File: config.mk
export PLATFORM = sky130hd
export DESIGN_NAME = intr_seq
export DESIGN_NICKNAME = d
export VERILOG_FILES = /design/src/rtl/intr_seq_pkg.sv /design/src/rtl/intr_seq_fsm.sv /design/src/rtl/intr_seq_ctx.sv /design/src/rtl/intr_seq_addr.sv /design/src/rtl/intr_seq.sv
export SDC_FILE = /design/constraint.sdc
export NUM_CORES = 1
export LEC_CHECK = 0
export BUFFER_PORTS_ARGS = -buffer_cell sky130_fd_sc_hd__buf_2
export CAP_MARGIN = 20
export CORE_AREA = 5 5 149 151
export CTS_BUF_LIST = sky130_fd_sc_hd__clkbuf_4 sky130_fd_sc_hd__clkbuf_8
export CTS_CLUSTER_SIZE = 12
export DETAILED_ROUTE_END_ITERATION = 12
export DIE_AREA = 0 0 154 156
export REMOVE_ABC_BUFFERS = 1
export SLEW_MARGIN = 10
export SYNTH_ARGS = -nofsm -noshare
export SYNTH_HDL_FRONTEND = slang
export SYNTH_SLANG_ARGS = --single-unit
export TNS_END_PERCENT = 20
File: constraint.sdc
create_clock -name clk -period 3.4 [get_ports clk]
set_input_delay 0 -clock clk [delete_from_list [all_inputs] [get_ports clk]]
set_output_delay 0 -clock clk [all_outputs]
set_load 0.02 [all_outputs]
File: src/rtl/intr_seq_pkg.sv
package intr_seq_pkg;
    typedef enum logic [1:0] {
        ST_IDLE     = 2'd0,
        ST_HW_FETCH = 2'd1,
        ST_SW_FETCH = 2'd2
    } seq_state_t;
endpackage

File: src/rtl/intr_seq_fsm.sv
module intr_seq_fsm
    import intr_seq_pkg::*;
(
    input  logic       clk,
    input  logic       rst_n,
    input  logic       sw_strobe,
    input  logic       sw_ret,
    input  logic       hw_ret,
    input  logic       hw_req,
    input  logic       hw_active,
    output seq_state_t state,
    output logic       take_sw,
    output logic       take_hw,
    output logic       do_sw_ret,
    output logic       do_hw_ret,
    output logic       bad_hw_ret,
    output logic       fetch_done
);
    seq_state_t state_nx;
    logic       idle;
    logic       hw_ret_sel;

    always_comb begin
        idle       = (state == ST_IDLE);
        take_sw    = idle && sw_strobe;
        do_sw_ret  = idle && !sw_strobe && sw_ret;
        hw_ret_sel = idle && !sw_strobe && !sw_ret && hw_ret;
        do_hw_ret  = hw_ret_sel && hw_active;
        bad_hw_ret = hw_ret_sel && !hw_active;
        take_hw    = idle && !sw_strobe && !sw_ret && !hw_ret && hw_req && !hw_active;
        fetch_done = !idle;
    end

    always_comb begin
        state_nx = state;
        unique case (state)
            ST_IDLE: begin
                if (take_sw)      state_nx = ST_SW_FETCH;
                else if (take_hw) state_nx = ST_HW_FETCH;
            end
            ST_HW_FETCH: state_nx = ST_IDLE;
            ST_SW_FETCH: state_nx = ST_IDLE;
            default:     state_nx = ST_IDLE;
        endcase
    end

    always_ff @(posedge clk) begin
        if (!rst_n) state <= ST_IDLE;
        else        state <= state_nx;
    end
endmodule

File: src/rtl/intr_seq_ctx.sv
module intr_seq_ctx #(
    parameter int W = 32
) (
    input  logic         clk,
    input  logic         rst_n,
    input  logic         take_hw,
    input  logic         take_sw,
    input  logic         do_hw_ret,
    input  logic         do_sw_ret,
    input  logic [W-1:0] cur_ip,
    input  logic [W-1:0] gpr0_in,
    output logic [W-1:0] priv,
    output logic [W-1:0] old_priv,
    output logic [W-1:0] old_ip,
    output logic         hw_active
);
    localparam logic [W-1:0] ALL_ONES = {W{1'b1}};

    always_ff @(posedge clk) begin
        if (!rst_n) begin
            priv      <= ALL_ONES;
            old_priv  <= '0;
            old_ip    <= '0;
            hw_active <= 1'b0;
        end else begin
            if (take_hw) begin
                old_priv  <= priv;
                old_ip    <= cur_ip;
                hw_active <= 1'b1;
            end else if (do_hw_ret) begin
                hw_active <= 1'b0;
            end
            if (take_hw || take_sw) priv <= ALL_ONES;
            else if (do_hw_ret)     priv <= old_priv;
            else if (do_sw_ret)     priv <= gpr0_in;
        end
    end
endmodule

File: src/rtl/intr_seq_addr.sv
module intr_seq_addr #(
    parameter int            VEC_W   = 4,
    parameter int            AW      = 16,
    parameter logic [AW-1:0] HW_BASE = '0,
    parameter logic [AW-1:0] SW_BASE = '0
) (
    input  logic             use_sw,
    input  logic [VEC_W-1:0] hw_vec,
    input  logic [VEC_W-1:0] sw_vec,
    output logic [AW-1:0]    tbl_addr
);
    localparam int OFF_W = VEC_W + 1;

    logic [OFF_W-1:0] sw_off;
    logic [AW-1:0]    hw_addr;
    logic [AW-1:0]    sw_addr;

    always_comb begin
        sw_off   = {sw_vec, 1'b1};
        hw_addr  = HW_BASE + AW'(hw_vec);
        sw_addr  = SW_BASE + AW'(sw_off);
        tbl_addr = use_sw ? sw_addr : hw_addr;
    end
endmodule

File: src/rtl/intr_seq.sv
module intr_seq
    import intr_seq_pkg::*;
#(
    parameter int            W       = 32,
    parameter int            VEC_W   = 4,
    parameter int            AW      = 16,
    parameter logic [AW-1:0] HW_BASE = 16'h0100,
    parameter logic [AW-1:0] SW_BASE = 16'h0200
) (
    input  logic             clk,
    input  logic             rst_n,
    input  logic             hw_req,
    input  logic [VEC_W-1:0] hw_vec,
    output logic             hw_ack,
    input  logic             sw_strobe,
    input  logic [VEC_W-1:0] sw_vec,
    input  logic             sw_ret,
    input  logic             hw_ret,
    input  logic [W-1:0]     cur_ip,
    input  logic [W-1:0]     next_ip,
    input  logic [W-1:0]     gpr0_in,
    input  logic [W-1:0]     gpr1_in,
    output logic             tbl_rd,
    output logic [AW-1:0]    tbl_addr,
    input  logic [W-1:0]     tbl_data,
    output logic             redirect,
    output logic [W-1:0]     redirect_addr,
    output logic [W-1:0]     priv,
    output logic [W-1:0]     old_priv,
    output logic [W-1:0]     old_ip,
    output logic             hw_active,
    output logic             gpr_wr,
    output logic [W-1:0]     gpr0_wdata,
    output logic [W-1:0]     gpr1_wdata,
    output logic             fault
);
    seq_state_t state;
    logic take_sw, take_hw, do_sw_ret, do_hw_ret, bad_hw_ret, fetch_done;

    intr_seq_fsm u_fsm (
        .clk(clk), .rst_n(rst_n),
        .sw_strobe(sw_strobe), .sw_ret(sw_ret), .hw_ret(hw_ret), .hw_req(hw_req),
        .hw_active(hw_active), .state(state),
        .take_sw(take_sw), .take_hw(take_hw), .do_sw_ret(do_sw_ret),
        .do_hw_ret(do_hw_ret), .bad_hw_ret(bad_hw_ret), .fetch_done(fetch_done)
    );

    intr_seq_ctx #(.W(W)) u_ctx (
        .clk(clk), .rst_n(rst_n),
        .take_hw(take_hw), .take_sw(take_sw),
        .do_hw_ret(do_hw_ret), .do_sw_ret(do_sw_ret),
        .cur_ip(cur_ip), .gpr0_in(gpr0_in),
        .priv(priv), .old_priv(old_priv), .old_ip(old_ip), .hw_active(hw_active)
    );

    intr_seq_addr #(.VEC_W(VEC_W), .AW(AW), .HW_BASE(HW_BASE), .SW_BASE(SW_BASE)) u_addr (
        .use_sw(take_sw), .hw_vec(hw_vec), .sw_vec(sw_vec), .tbl_addr(tbl_addr)
    );

    always_comb begin
        tbl_rd     = take_sw || take_hw;
        hw_ack     = take_hw;
        gpr_wr     = take_sw;
        gpr0_wdata = priv;
        gpr1_wdata = next_ip;
        fault      = bad_hw_ret;
        redirect   = fetch_done || do_sw_ret || do_hw_ret;
        if (fetch_done)     redirect_addr = tbl_data;
        else if (do_hw_ret) redirect_addr = old_ip;
        else if (do_sw_ret) redirect_addr = gpr1_in;
        else                redirect_addr = '0;
    end
endmodule

==> summary.txt, run 1 <==
Reg2Reg Setup Slack: 1.30 ns
Die footprint: 24000 sq um
Worst Hold Slack: 0.0000262 ns
Die Y: 156 um
Via density: 4.98
Max transition margin: 35.0%
Final Instance Count excl. Fillers: 1240
TritonRoute pass-1 iters: 5
Count of different cell masters after synthesis: 33
Utilization after layout: 37.5%
Cell Area, Synth: 5730 sq um
Post-synthesis sequential area ratio: 34.6%
RSZ-0062 raised after global routing: false
TritonCTS clock tree: done
DP HPWL: 16100 um
Core Area: 20700 sq um
Post-CTS setup buffers: 0
Critical path launch point: u_ctx.hw_active
Ant diodes: 0
GRT Overall Usage: 18.6%
Critical setup path kind: reg2out
Antenna viol nets, final: 0
Worst Reg-to-Reg Cells: 4
Synth top area cells: dfxtp_1, nand3_1, buf_4
Final hold vios: 0
Predominant post-synthesis flop cell: dfxtp_1
Initial core utilization: 27.7%
Setup crit end: redirect_addr[30]
Vias in the first global route: 6182
Number of synthesized flops with an enable pin: 0
Worst-Margin Slew: 0.975 ns
Worst path depth: 5
Startpoint types: flip-flop
Antenna violations before repair: 1
Status: finished, final reports clean
H-tree depth: 3
Clk pin slew, worst setup/hold paths: 0.10 ns
HP Class: in2out
Period minus WS final: 2.32 ns
CP cell instances: nor4b_2 > buf_4 > nand3_1 > nand2_1 > buf_2
Port Buf Inserts: 314
Drt drc: 0
Dpl cells: 1158
CP max stage cell: buf_4
PD cells: 352 nW/um^2
Worst-Skew Late Latency: 0.38 ns
Total global routing overflow: 0
Syn_area_per_cell: 8.25 sq um
Cell Rows: 53
Dominant cell type by area after synthesis: dfxtp_1
Setup crit end kind: output pin
Crit path buffers/inverters: 2
DR WL/cell: 19.0 um
Max stage delay on crit path: 0.67 ns
Clock sinks: 99
Max IR drop VDD: 0.228 mV
Starting DRC count in detailed routing: 359
CP Max Fanout: 64
Worst path top cell family by delay: buffers and inverters
Area Growth Syn to Fin: 35.6%
First-pass GRT wire length: 35500 um
Reg2reg start: u_fsm.state[0]
Fmax: 431 MHz
Clock root buffer: clkbuf_8
Total power: 2.73 mW
Final setup viols: 0
Nets: 1134
Number of synthesized register bits: 99
Inserted Clock Buffers: 9
Num ports: 388
Slew Viols, Final: 0
Share of cells above drive strength 1: 38.0%
Critical Path RT: 3.40 ns
Capturing point of the worst reg2reg path: u_ctx.old_priv[0]
Die span in x: 154 um
FILL cells: 2114
Final period util: 68.3%
Final Skew: 0.0163 ns
DR vias: 6169
Largest net degree at the start of global routing: 68
Arr. time, crit path: 2.32 ns
Total Wirelength: 23500 um
Max-cap violations: 0
# resized after CTS: 0
GPL Wtd Cong: 0.885
Synth warn: 0
PnR worst setup slack: 1.08 ns
Post-synthesis async set-or-reset flop share: 0%
Leak Pwr: 3.34 nW
Synth top area share: 34.6%
Maximum clock path buffer count: 2
Mapped Cells: 694
Dpl ws: 1.29 ns
[power by group]
group	internal, mW	switching, mW	total [mW]
registers	1.19	0.0363	1.23
clock network	0.425	0.437	0.861
logic	0.257	0.384	0.641
total	1.87	0.857	2.73
[per-layer routing]
| layer | wire length, um | track usage, % | share of wire [%] |
|---|---|---|---|
| met5 | 7 | 0.794 | 0.030 |
| met4 | 411 | 5.05 | 1.7 |
| met3 | 2380 | 7.71 | 10 |
| met2 | 11000 | 30.8 | 47 |
| met1 | 9760 | 22.3 | 41 |
[synthesized netlist by cell type (3+ instances only)]
master	n
o21ai_0	29
mux2i_1	32
a21boi_1	59
a21boi_0	5
mux2_2	3
nor3_1	22
a22oi_1	32
nor3_2	12
nand2_1	33
o21ai_1	37
clkbuf_1	29
buf_6	10
buf_2	23
nor2_1	6
buf_1	7
nand3_1	128
buf_4	76
o211ai_1	32
and3_1	3
dfxtp_1	99
[state kept, by name (all words and copies together) (netlist names)]
| signal | cells |
|---|---|
| u_fsm.state | 2 |
| u_ctx.hw_active | 1 |
| u_ctx.old_ip | 32 |
| u_ctx.priv | 32 |
| u_ctx.old_priv | 32 |
[through the flow]
| step | TNS [ns] | cell area [sq um] |
|---|---|---|
| floorplan | -214.08 | 4820 |
| global placement | 0 | 6890 |
| detailed placement | 0 | 6890 |
| CTS | 0 | 7760 |
| global route | 0 | 7760 |
| finish | 0 | 7760 |
[placed cells by master (no fill, tap or decap), types with 5 or more instances in the layout]
master and n:
a22oi_1 32, dlygate4sd3_1 66, nor2_1 6, o21ai_1 37, a21boi_1 59, nand2_1 33
o211ai_1 32, conb_1 9, clkbuf_8 9, nor3_1 21, o21ai_0 29, mux2i_1 32
nor3_2 13, dfxtp_1 99, buf_4 12, a21boi_0 5, nand3_1 128, buf_2 314
[layout make-up]
| type | count | area [sq um] | area share, % |
|---|---|---|---|
| clock buffers | 10 | 131 | 1.69 |
| well taps | 275 | 344 | 4.43 |
| inverters | 2 | 7.51 | 0.0967 |
| multi-input cells | 455 | 2870 | 37.0 |
| clock inverters | 6 | 87.6 | 1.13 |
| repair buffers | 393 | 2340 | 30.2 |
| flip-flops and latches | 99 | 1980 | 25.5 |
[logic make-up after synthesis]
group | count (synthesis) | synth area share [%]
simple gates | 215 | 19.8
buf+inv | 148 | 16.5
mux | 35 | 6.18
other cells | 1 | 0.0655
flops | 99 | 34.6
compound gates | 196 | 22.8
[how the worst min path moves through the flow]
stage / startpoint / to / slack (ns) / depth (start not counted)
final: next_ip[1] / gpr1_wdata[1] / 0.00003 / 0
after CTS: next_ip[1] / gpr1_wdata[1] / 0.0001 / 0
after floorplan: next_ip[0] / gpr1_wdata[0] / 0 / 0
after detailed placement: next_ip[1] / gpr1_wdata[1] / 0.0001 / 0
after global placement: next_ip[1] / gpr1_wdata[1] / 0.0001 / 0
after global routing: next_ip[1] / gpr1_wdata[1] / 0.0001 / 0
[repair_timing]
action / CTS / global route
endpoints found under the setup margin: 0 / 0
hold buffers: 66 / 0
hold endpoints to repair: 66 / 0
No activity file was read; power rests on OpenSTA's default activity.
==> run 2, diff against run 1 <==
--- a/config.mk
+++ b/config.mk
@@ -7,11 +7,11 @@
 export LEC_CHECK = 0
 export BUFFER_PORTS_ARGS = -buffer_cell sky130_fd_sc_hd__buf_2
 export CAP_MARGIN = 20
-export CORE_AREA = 5 5 149 151
+export CORE_AREA = 5 5 147 149
 export CTS_BUF_LIST = sky130_fd_sc_hd__clkbuf_4 sky130_fd_sc_hd__clkbuf_8
 export CTS_CLUSTER_SIZE = 12
 export DETAILED_ROUTE_END_ITERATION = 12
-export DIE_AREA = 0 0 154 156
+export DIE_AREA = 0 0 152 154
 export REMOVE_ABC_BUFFERS = 1
 export SLEW_MARGIN = 10
 export SYNTH_ARGS = -nofsm -noshare
==> constraint.sdc (replaced) <==
create_clock -name clk -period 2 [get_ports clk]
set_input_delay 0 -clock clk [delete_from_list [all_inputs] [get_ports clk]]
set_output_delay 0 -clock clk [all_outputs]
set_load 0.02 [all_outputs]
==> summary.txt, run 2 (synthesis gave the netlist of run 1 again) <==
RSZ-0062 raised after global routing: true
Most common cell after layout, fill and taps aside: buf_2
TritonRoute pass-1 iters: 5 (unchanged)
Inserted Clock Buffers: 9 (unchanged)
Critical Path RT: 2.00 ns (-1.40 ns)
Seq pwr share: 45.4% (+0.4 points)
Maximum clock path buffer count: 2 (unchanged)
GPL Wtd Cong: 0.821 (-7.2%)
Max transition margin: 56.0% (+21 points)
Fmax: 521 MHz
Port Buf Inserts: 314 (unchanged)
Final Skew: 0.0101 ns (-0.00620 ns)
Post-CTS setup buffers: 0 (unchanged)
DR vias: 6232 (+1.0%)
P_sw: 1.46 mW (+71%)
Die footprint: 23400 sq um (-2.6%)
TritonCTS clock tree: done
Vias in the first global route: 5960 (-3.6%)
Utilization after layout: 39.4% (+1.9 points)
CP Max Fanout: 31 (-52%)
Status: finished, final reports clean
Largest net degree at the start of global routing: 68 (unchanged)
HP Class: in2out
Nets: 1140 (+0.53%)
Internal power: 3.13 mW (+67%)
H-tree depth: 3 (unchanged)
First-pass GRT wire length: 36400 um (+2.6%)
Setup crit end kind: output pin
Drt drc: 0 (unchanged)
Largest registers: u_ctx.old_ip (32), u_ctx.old_priv (32), u_ctx.priv (32)
Total Neg Setup Slack: 0 ns (unchanged)
Antenna violations before repair: 0 (-1)
PD cells: 582 nW/um^2 (+66%)
Cell Rows: 52 (-1.9%)
Max-cap violations: 0 (unchanged)
Ant diodes: 0 (unchanged)
Worst-Margin Slew: 0.659 ns (-0.316 ns)
Slew Viols, Final: 0 (unchanged)
Final setup viols: 0 (unchanged)
Num ports: 388 (unchanged)
GRT Overall Usage: 19.5% (+0.94 points)
Period minus WS final: 1.92 ns
Final Instance Count excl. Fillers: 1241 (+0.081%)
Total Wirelength: 24200 um (+2.8%)
Arr. time, crit path: 1.92 ns (-0.40 ns)
Antenna viol nets, final: 0 (unchanged)
Core Area: 20000 sq um (-3.1%)
Initial core utilization: 28.6% (+0.90 points)
Clk pin slew, worst setup/hold paths: 0.09 ns (about the same)
Sw frac: 31.8% (+0.47 points)
Commonest non-fill, non-tap cells in the layout: buf_2, nand3_1, dfxtp_1
Critical setup path kind: reg2out
Share of cells above drive strength 1: 38.7% (+0.69 points)
DP HPWL: 16500 um (+2.9%)
Leak Pwr: 3.39 nW (+1.5%)
Dpl cells: 1159 (+0.086%)
Via density: 5.02 (+0.94%)
Starting DRC count in detailed routing: 281 (-22%)
Die span in x: 152 um (-1.3%)
Final hold vios: 0 (unchanged)
Clock sinks: 99 (unchanged)
Worst-Skew Late Latency: 0.38 ns (about the same)
Worst Hold Slack: 0.0000263 ns (+0.0000000759 ns)
Clock power frac: 29.8% (-1.7 points)
Startpoint types: flip-flop
Max IR drop VDD: 0.279 mV (+22%)
DR WL/cell: 19.5 um (+2.7%)
Comb power frac: 24.7% (+1.2 points)
Final period util: 96.1%
Area Growth Syn to Fin: 37.8%
Clock root buffer: clkbuf_8
Total global routing overflow: 0 (unchanged)
FILL cells: 2047 (-3.2%)
Die Y: 154 um (-1.3%)
run 2: cell count changes in the layout (fill, tap and decap cells not counted), moves of 2 or more:
cell and delta:
buf_2 -2, buf_12 +6, dfxtp_1 -2, clkinvlp_4 +2
run 2: final cells by class:
class                           count  area, sq um  share of cell area (%)
Clock buffer                       12          153                    1.93
Clock inverter                      4         50.0                   0.634
Inverter                            2         7.51                  0.0951
Sequential cell                    99         1990                    25.2
Multi-Input combinational cell    455         2880                    36.5
Tap cell                          270          338                    4.28
Timing Repair Buffer              399         2470                    31.4
run 2: metal layers:
layer  up-vias  global-route usage, %  wire [um]
li1       2971                      -          -
met1      2917                   24.9      10300
met2       320                   31.5      11300
met3        24                   6.38       2130
met4         0                   5.91        433
met5         -                      0          0
run 2: worst paths after layout:
check / from / endpoint / slack (ns) / cells past startpoint
worst min register to register: u_ctx.priv[7] / u_ctx.old_priv[7] / 0.50 / 2
worst min-delay path: next_ip[5] / gpr1_wdata[5] / 0.00003 / 0
worst max-delay path: u_fsm.state[0] / redirect_addr[4] / 0.08 / 5
worst max register to register: u_ctx.hw_active / u_ctx.old_ip[0] / 0.34 / 5
run 2: power groups by stage:
stage               registers [mW]  logic [mW]  clock network, mW
floorplan                     2.22       0.443                  0
global placement              2.13        1.04                  0
detailed placement            2.13        1.04                  0
CTS                           2.09        1.15               1.44
global route                  2.10        1.22               1.50
finish                        2.09        1.14               1.37
run 2: stage by stage:
step / total power [mW] / setup WS [ns] / instance area, sq um
floorplan: 2.66 / -4.00 / 4820
global placement: 3.17 / 0.269 / 7000
detailed placement: 3.17 / 0.218 / 7000
CTS: 4.68 / 0.00655 / 7880
global route: 4.82 / -0.0325 / 7890
finish: 4.60 / 0.0789 / 7890
run 2: timing repair:
item                                    CTS  global route
endpoints found under the setup margin   19             6
hold buffers                             66             0
endpoints found under the hold margin    66             0
gates resized for setup                   7             3
run 2: critical path, stage by stage, from the launching register on:
cell and delay (ns):
dfxtp_4 0.39, or2_2 0.39, buf_12 0.20, a22oi_1 0.31, nand2_1 0.08, buf_2 0.16
